<file path="src/rtl/hfc_pkg.sv">
// Shared definitions for the fast-clear histogram.
// Assumes: epoch numbering starts at one; zero is the scrubbed tag value.
package hfc_pkg;
    typedef enum logic {EP_RUN = 1'b0, EP_SCRUB = 1'b1} epoch_state_e;
    localparam int unsigned EPOCH_FIRST = 1;
endpackage

</file>
<file path="src/rtl/hfc_ram.sv">
// Simple memory with one write port and two registered read ports.
// A read to the address being written in the same cycle returns the new data
// (write-through forwarding), so back-to-back read-modify-writes stay exact.
// Assumes: contents are undefined at power-up; the user masks them by tag.
module hfc_ram #(
    parameter int unsigned DW = 8,
    parameter int unsigned AW = 6
) (
    input  logic          clk,
    input  logic          we,
    input  logic [AW-1:0] waddr,
    input  logic [DW-1:0] wdata,
    input  logic [AW-1:0] raddr_a,
    output logic [DW-1:0] rdata_a,
    input  logic [AW-1:0] raddr_b,
    output logic [DW-1:0] rdata_b
);
    localparam int unsigned DEPTH = 1 << AW;

    logic [DW-1:0] mem [DEPTH];

    // Write port.
    always_ff @(posedge clk) begin
        if (we) mem[waddr] <= wdata;
    end

    // Read port A with forwarding from a same-cycle write.
    always_ff @(posedge clk) begin
        rdata_a <= (we && (waddr == raddr_a)) ? wdata : mem[raddr_a];
    end

    // Read port B with forwarding from a same-cycle write.
    always_ff @(posedge clk) begin
        rdata_b <= (we && (waddr == raddr_b)) ? wdata : mem[raddr_b];
    end
endmodule

</file>
<file path="src/rtl/hfc_epoch.sv">
// Epoch register and tag scrub sequencer.
// Holds the current epoch; a clear advances it. On reset, or on a clear at the
// last epoch value, it walks every bin once so the tag memory can be zeroed,
// reporting busy for exactly 2^KEY_W cycles.
// Assumes: clear is ignored while scrubbing.
module hfc_epoch #(
    parameter int unsigned KEY_W = 6,
    parameter int unsigned TAG_W = 3
) (
    input  logic             clk,
    input  logic             rst_n,
    input  logic             clear,
    output logic             busy,
    output logic [TAG_W-1:0] epoch,
    output logic [KEY_W-1:0] scrub_idx
);
    import hfc_pkg::*;

    localparam logic [TAG_W-1:0] EPOCH_LAST  = {TAG_W{1'b1}};
    localparam logic [TAG_W-1:0] EPOCH_START = TAG_W'(EPOCH_FIRST);
    localparam logic [KEY_W-1:0] IDX_LAST    = {KEY_W{1'b1}};

    epoch_state_e state;

    assign busy = (state == EP_SCRUB);

    // Epoch advance and scrub walk.
    always_ff @(posedge clk) begin
        if (!rst_n) begin
            state     <= EP_SCRUB;
            scrub_idx <= '0;
            epoch     <= EPOCH_START;
        end else begin
            case (state)
                EP_SCRUB: begin
                    scrub_idx <= scrub_idx + 1'b1;
                    if (scrub_idx == IDX_LAST) state <= EP_RUN;
                end
                default: begin
                    if (clear) begin
                        if (epoch == EPOCH_LAST) begin
                            epoch     <= EPOCH_START;
                            scrub_idx <= '0;
                            state     <= EP_SCRUB;
                        end else begin
                            epoch <= epoch + 1'b1;
                        end
                    end
                end
            endcase
        end
    end
endmodule

</file>
<file path="src/rtl/hist_fast_clear.sv">
// Histogram of incoming keys with a one-cycle clear.
// Stage 1 registers the key while both memories are read; stage 2 masks the
// count by tag, increments with saturation and writes count and epoch back.
// Reads use the second memory ports and return the masked count two cycles later.
// Assumes: inputs are synchronous to clk; reset is synchronous, active low.
module hist_fast_clear #(
    parameter int unsigned KEY_W = 6,
    parameter int unsigned CNT_W = 8,
    parameter int unsigned TAG_W = 3
) (
    input  logic             clk,
    input  logic             rst_n,
    input  logic             clear,
    input  logic             in_valid,
    input  logic [KEY_W-1:0] in_key,
    input  logic             rd_req,
    input  logic [KEY_W-1:0] rd_key,
    output logic             rd_valid,
    output logic [CNT_W-1:0] rd_count,
    output logic             busy
);
    localparam logic [CNT_W-1:0] CNT_MAX = {CNT_W{1'b1}};

    logic [TAG_W-1:0] epoch;
    logic [KEY_W-1:0] scrub_idx;

    logic             s1_v;
    logic [KEY_W-1:0] s1_key;
    logic [CNT_W-1:0] inc_cnt_q, rd_cnt_q;
    logic [TAG_W-1:0] inc_tag_q, rd_tag_q;

    logic [CNT_W-1:0] cur_cnt, wr_cnt;
    logic             inc_we;
    logic             tag_we;
    logic [KEY_W-1:0] tag_waddr;
    logic [TAG_W-1:0] tag_wdata;
    logic             r1_v;

    hfc_epoch #(.KEY_W(KEY_W), .TAG_W(TAG_W)) u_epoch (
        .clk       (clk),
        .rst_n     (rst_n),
        .clear     (clear),
        .busy      (busy),
        .epoch     (epoch),
        .scrub_idx (scrub_idx)
    );

    hfc_ram #(.DW(CNT_W), .AW(KEY_W)) u_cnt_ram (
        .clk     (clk),
        .we      (inc_we),
        .waddr   (s1_key),
        .wdata   (wr_cnt),
        .raddr_a (in_key),
        .rdata_a (inc_cnt_q),
        .raddr_b (rd_key),
        .rdata_b (rd_cnt_q)
    );

    hfc_ram #(.DW(TAG_W), .AW(KEY_W)) u_tag_ram (
        .clk     (clk),
        .we      (tag_we),
        .waddr   (tag_waddr),
        .wdata   (tag_wdata),
        .raddr_a (in_key),
        .rdata_a (inc_tag_q),
        .raddr_b (rd_key),
        .rdata_b (rd_tag_q)
    );

    // Stage 2: tag-masked count, saturating increment, write steering.
    always_comb begin
        cur_cnt   = (inc_tag_q == epoch) ? inc_cnt_q : '0;
        wr_cnt    = (cur_cnt == CNT_MAX) ? cur_cnt : cur_cnt + 1'b1;
        inc_we    = s1_v && !busy;
        tag_we    = inc_we || busy;
        tag_waddr = busy ? scrub_idx : s1_key;
        tag_wdata = busy ? '0 : epoch;
    end

    // Stage 1: accept a key unless a scrub is running.
    always_ff @(posedge clk) begin
        if (!rst_n) begin
            s1_v   <= 1'b0;
            s1_key <= '0;
        end else begin
            s1_v   <= in_valid && !busy;
            s1_key <= in_key;
        end
    end

    // Readout: mask the read data by tag and scrub state, fixed two-cycle latency.
    always_ff @(posedge clk) begin
        if (!rst_n) begin
            r1_v     <= 1'b0;
            rd_valid <= 1'b0;
            rd_count <= '0;
        end else begin
            r1_v     <= rd_req;
            rd_valid <= r1_v;
            rd_count <= (!busy && (rd_tag_q == epoch)) ? rd_cnt_q : '0;
        end
    end
endmodule

</file>
<file path="config.mk">
export PLATFORM = sky130hd
export DESIGN_NAME = hist_fast_clear
export DESIGN_NICKNAME = d
export VERILOG_FILES = /design/src/rtl/hfc_pkg.sv /design/src/rtl/hfc_ram.sv /design/src/rtl/hfc_epoch.sv /design/src/rtl/hist_fast_clear.sv
export SDC_FILE = /design/constraint.sdc
export NUM_CORES = 1
export LEC_CHECK = 0
export BUFFER_PORTS_ARGS = -buffer_cell sky130_fd_sc_hd__clkbuf_2
export CAP_MARGIN = 20
export CELL_PAD_IN_SITES_DETAIL_PLACEMENT = 1
export CELL_PAD_IN_SITES_GLOBAL_PLACEMENT = 1
export CORE_MARGIN = 3
export CORE_UTILIZATION = 60
export DETAILED_ROUTE_END_ITERATION = 12
export GPL_TIMING_DRIVEN = 1
export PLACE_DENSITY_LB_ADDON = 0.1
export SYNTH_ARGS = -nofsm -noshare
export SYNTH_HDL_FRONTEND = slang
export SYNTH_SLANG_ARGS = --single-unit
</file>
<file path="constraint.sdc">
create_clock -name clk -period 15.5 [get_ports clk]
set_input_delay 3.1 -clock clk [delete_from_list [all_inputs] [get_ports clk]]
set_output_delay 3.1 -clock clk [all_outputs]
set_load 0.02 [all_outputs]
</file>
* Word-level counts from Yosys, hierarchy flattened
Memory sizes are Yosys's and may differ from the RTL's. A register that Yosys moved wholly into a read port is not among the register bits.
Cells that the tools add are included.
** Operators by class
- $add $sub $neg :: 3
- Equality and inequality tests :: 5
- Mux-type cells :: 16
- Bitwise logic cells :: 1
- Reductions and logical operators :: 10
** Operator list (number)
- 2-to-1 mux 6 bit :: 4
- 2-to-1 mux 8 bit :: 2
- adder 8 x 1 -> 8 bit (second input constant) :: 1
- equality test 8 bit (second input constant) :: 1
- 2-to-1 mux 1 bit :: 8
- adder 6 x 1 -> 6 bit (second input constant) :: 1
- equality test 3 bit :: 2
- equality test 6 bit (second input constant) :: 1
- 2-to-1 mux 3 bit :: 2
- AND reduction 2 bit :: 3
- nonzero test 2 bit :: 2
- adder 3 x 1 -> 3 bit (second input constant) :: 1
- equality test 3 bit (second input constant) :: 1
- logical AND 1 bit :: 3
- zero test 1 bit :: 1
- logical OR 1 bit :: 1
- NOT 1 bit :: 1
** Word-level totals
- Flip-flop bits (word level) :: 27
- RAM bits :: 704
- Input port bits :: 17
- Output and inout bits :: 10
- Logic and storage cells :: 45
- Memories :: 2
** Memories
- u_cnt_ram.mem :: words 64, bits a word 8, read ports 2, clocked after Yosys merged registers in 2, write ports 1, line hfc_ram.sv:20 : logic [DW-1:0] mem [DEPTH];
- u_tag_ram.mem :: words 64, bits a word 3, read ports 2, clocked after Yosys merged registers in 2, write ports 1, line hfc_ram.sv:20

* Depth between registers and ports, before layout
- Depth in word-level cells :: 5
- Mapped depth :: 14
- Depth with buffers taken out :: 8

* Hierarchy
A second synthesis with hierarchy kept.
** Unflattened totals
- Cell total of the unflattened synthesis :: 1891
- Area, all modules :: 35051.1 um^2
** By module, submodules not included
- hfc_ram (u_cnt_ram) :: times used 1, cells an instance 1207, area an instance 24194.5 um^2, sequential area each 15615.0 um^2
- hfc_ram (u_tag_ram) :: times used 1, cells an instance 553, area an instance 9551.7 um^2, sequential area each 6005.8 um^2
- hist_fast_clear :: times used 1, cells an instance 81, area an instance 797.0 um^2, sequential area each 340.3 um^2
- hfc_epoch :: times used 1, cells an instance 50, area an instance 508.0 um^2, sequential area each 200.2 um^2

* Worst setup path after synthesis
No wires, ideal clock.
- Kind :: register to register
- Start point :: reg (tool-made name)
- End point :: mem u_cnt_ram.mem[0][6], data pin
- Setup time :: 767 ps
- Arrival :: 5260 ps
- Data required time :: 14733 ps
- Path slack :: 9472 ps
- Cell stages (with the launch flop) :: 11
- Path buffers :: 4
- Clock period less this slack :: 6028 ps
- Path through :: dfxtp_1 -> buf_6 -> buf_6 -> buf_6 -> buf_6 -> mux4_2 -> a221oi_1 -> nor3_1 -> nor4_2 -> nor2_1 -> a311oi_1
** RTL lines (line)
- end: declaration :: hfc_ram.sv:20

==> impl_metrics.yaml <==
drt:
  drtPass1Iterations: 6
  post_drt_wl_per_cell_um: 41.4
  via_count: 21400
  dr.first_iter.drc_count: 3765
  post_drt_via_cell_ratio: 7.81
  route.detailed.drc: 0
  antenna_left: 0
  wl_mm: 114
critical_path:
  slowest_stage: "nor2b_1"
  crit_type: "flip-flop to flip-flop"
  crit_chain: "buf_4 -> nor2b_1 -> a22oi_1 -> a21oi_1 -> nor4_1 -> inv_1 -> and4_1 -> nand3_1 -> a31oi_4 -> buf_4"
  max_stage_delay_ns: 1.04
  crit_top_cell: "buf_4"
  endpoint_kind: "flip-flop"
  cp-start-kind: "flip-flop"
  path_max_fanout: 48
  required_ns: 15.84
  critPathArrivalTime_ns: 6.35
power_and_ir_drop:
  total_leakage_power_nw: 12.4
  irDropWorstVdd_v: 0.0000987
  power_density_nw_per_um2: 116
clock_network:
  cts_tree: "done"
  cts_hold_buf: 0
  path_clk_slew_ns: 0.05
  cts_setup_buffers: 0
  cts_resized: 0
  clk_latency_ns: 0.64
  clkSinkCount: 743
  cts_buffers: 80
  ctsHtreeMaxLevel: 3
  cts-root-to-sink-buffers: 3
  cts-root-buf: "clkbuf_16"
cells_and_area:
  num_antenna_cells: 0
  nets: 1941
  drive_above_1_share_pct: 31.9
  syn_to_final_growth_pct: 10.6
  num-fill-cells: 4636
logic_synthesis:
  synth_top_area_share_pct: 60.5
  synth_flop_cell: "edfxtp_1"
  synth_edf_count: 704
  synthTopCellsByCount: "edfxtp_1 (704), mux4_2 (377), nor2_1 (158)"
  netlist_instances: 1870
  avgSynthCellArea_sq_um: 18.7
  ys_top_cells_by_area: "edfxtp_1 (61%), mux4_2 (24%), dfxtp_1 (2.2%), mux2i_1 (2.1%), nor2_1 (1.7%)"
  async_flop_share_pct: 0
  yosys.area.top_type: "edfxtp_1"
  synth_seq_area_share_pct: 62.8
  yosysWarnings: 0
  synth_area_sq_um: 34900
  ys_seq_elements: 743
  syn-num-nets: 1890
  synth_cell_types: 64
  synth.most_common_cell: "edfxtp_1"
floorplan:
  dieWidth_um: 247
  io_pins: 27
  row_count: 87
  die_h_um: 247
  die_area_sq_um: 61100
  start_util_pct: 61.2
  core_area_sq_um: 57000
placement:
  port_buffers: 26
  dp_hpwl_mm: 73.6
  place_congestion: 0.944
grt:
  antenna_found_initial: 7
  grt_max_degree: 96
  grt.total_usage_pct: 38.3
  first_global_vias: 21700
  overflow: 0
  grt_pass1_wl_mm: 162
timing:
  skew_ns: 0.0296
  fmax_mhz: 166
  finalSetupViolations: 0
  rsz0062_at_grt: "no"
  slew_viol_final: 0
  slew_headroom_pct: 17.7
  worst_pin_slew_ns: 1.23
  hold_viol: 0
  fin_tns_setup_ns: 0
  final.period_utilization_pct: 38.8
  holdWs_ns: 0.445
  finalCriticalPeriod_ns: 6.01
worst_hold_path:
  hold_start: "r1_v"
  hold_class: "flip-flop to flip-flop"
run:
  drv_cap: 0
status:
  status: "completed"
[final cells by class]
class	instances	area, sq um	area share (%)
Multi-Input combinational cell	985	12300	31.9
Sequential cell	743	21900	56.8
Clock buffer	101	2130	5.52
Tap cell	756	946	2.45
Clock inverter	46	445	1.15
Inverter	10	37.5	0.0972
Timing Repair Buffer	101	802	2.08
[layer usage]
metal	routed length, um	GRT usage [%]	vias up
li1	-	-	7985
met1	40500	54.0	11200
met2	51900	57.2	1864
met3	15200	10.6	349
met4	5920	16.2	10
met5	67	0	-
[state kept, by name, summed over array words and instances, names as in the netlist, named ones only]
register           flops
rd_count               8
u_epoch.epoch          3
s1_key                 6
u_epoch.scrub_idx      6
rd_valid               1
u_cnt_ram.mem        512
u_tag_ram.mem        192
s1_v                   1
r1_v                   1
u_epoch.busy           1
[cell usage in the layout, fill, tap and decap left out, types with 4 or more instances in the layout]
master     count
a211oi_1       5
dfxtp_1       32
inv_6          5
a221oi_1       6
mux4_2       377
clkbuf_1      17
a22o_1         8
nand3b_1       5
or2_2          4
nor2_1       158
buf_4         59
clkinv_1      15
inv_1          8
dfxtp_4        6
nor2b_1       30
nand3_1       35
bufinv_16      8
nand4_1        7
edfxtp_1     704
nor3_1        10
nand2b_1      12
xnor2_1        5
nand2_1       59
clkbuf_16     81
and2_1        22
a31oi_1        4
mux2_2         9
a21oi_1       27
clkinv_2      15
nor4_1         5
buf_6         11
clkbuf_2      26
o22ai_1        7
mux2i_1       72
a22oi_1       49
o21ai_0       15
[report_power, final]
| group | leakage (nW) | switching (mW) | internal (mW) | total, mW |
|---|---|---|---|---|
| clock | 1.27 | 0.803 | 1.11 | 1.91 |
| combinational | 4.22 | 0.208 | 0.132 | 0.340 |
| sequential | 6.92 | 0.0220 | 2.21 | 2.23 |
[metrics by stage]
step / power [mW] / area (sq um) / util (%) / instances / setup WS (ns)
2_1_floorplan: 2.48 / 34900 / - / 1870 / 9.47
3_3_place_gp: 2.59 / 35800 / 62.8 / 2579 / 9.49
3_5_place_dp: 2.60 / 36000 / 63.0 / 2587 / 9.70
4_1_cts: 4.48 / 38500 / 67.6 / 2734 / 9.72
5_1_grt: 4.59 / 38600 / 67.7 / 2742 / 9.38
6_report: 4.48 / 38600 / 67.7 / 2742 / 9.49
[worst max-delay path: cells and delay by family (launching register included)]
| family | cells | cell delay (ns) |
|---|---|---|
| flip-flops | 1 | 0.70 |
| AND/OR/NAND/NOR | 4 | 2.07 |
| buffers and inverters | 3 | 1.45 |
| AO/OA/AOI/OAI | 3 | 1.40 |
[cells by family (layout without fill, tap and decap cells)]
kind of cell | Yosys count | count (layout) | share of synthesized area, %
xor gates and xnor gates | 8 | 8 | 0.201
buffers and inverters | 142 | 258 | 2.31
adders and majority gates | 3 | 3 | 0.107
DFF | 743 | 743 | 62.8
AOI/OAI and AO/OA | 155 | 155 | 3.11
and+or+nand+nor | 361 | 361 | 4.85
muxes | 458 | 458 | 26.7
[path summary, 6_finish.rpt]
path	endpoint	slack (ns)	depth (start not counted)
max	u_cnt_ram.mem[11][2]	9.49	10
min	rd_valid	0.45	1
max reg2reg	u_cnt_ram.mem[11][2]	9.49	10
min reg2reg	rd_valid	0.45	1
Note: power is estimated with default switching activity, not from simulation.
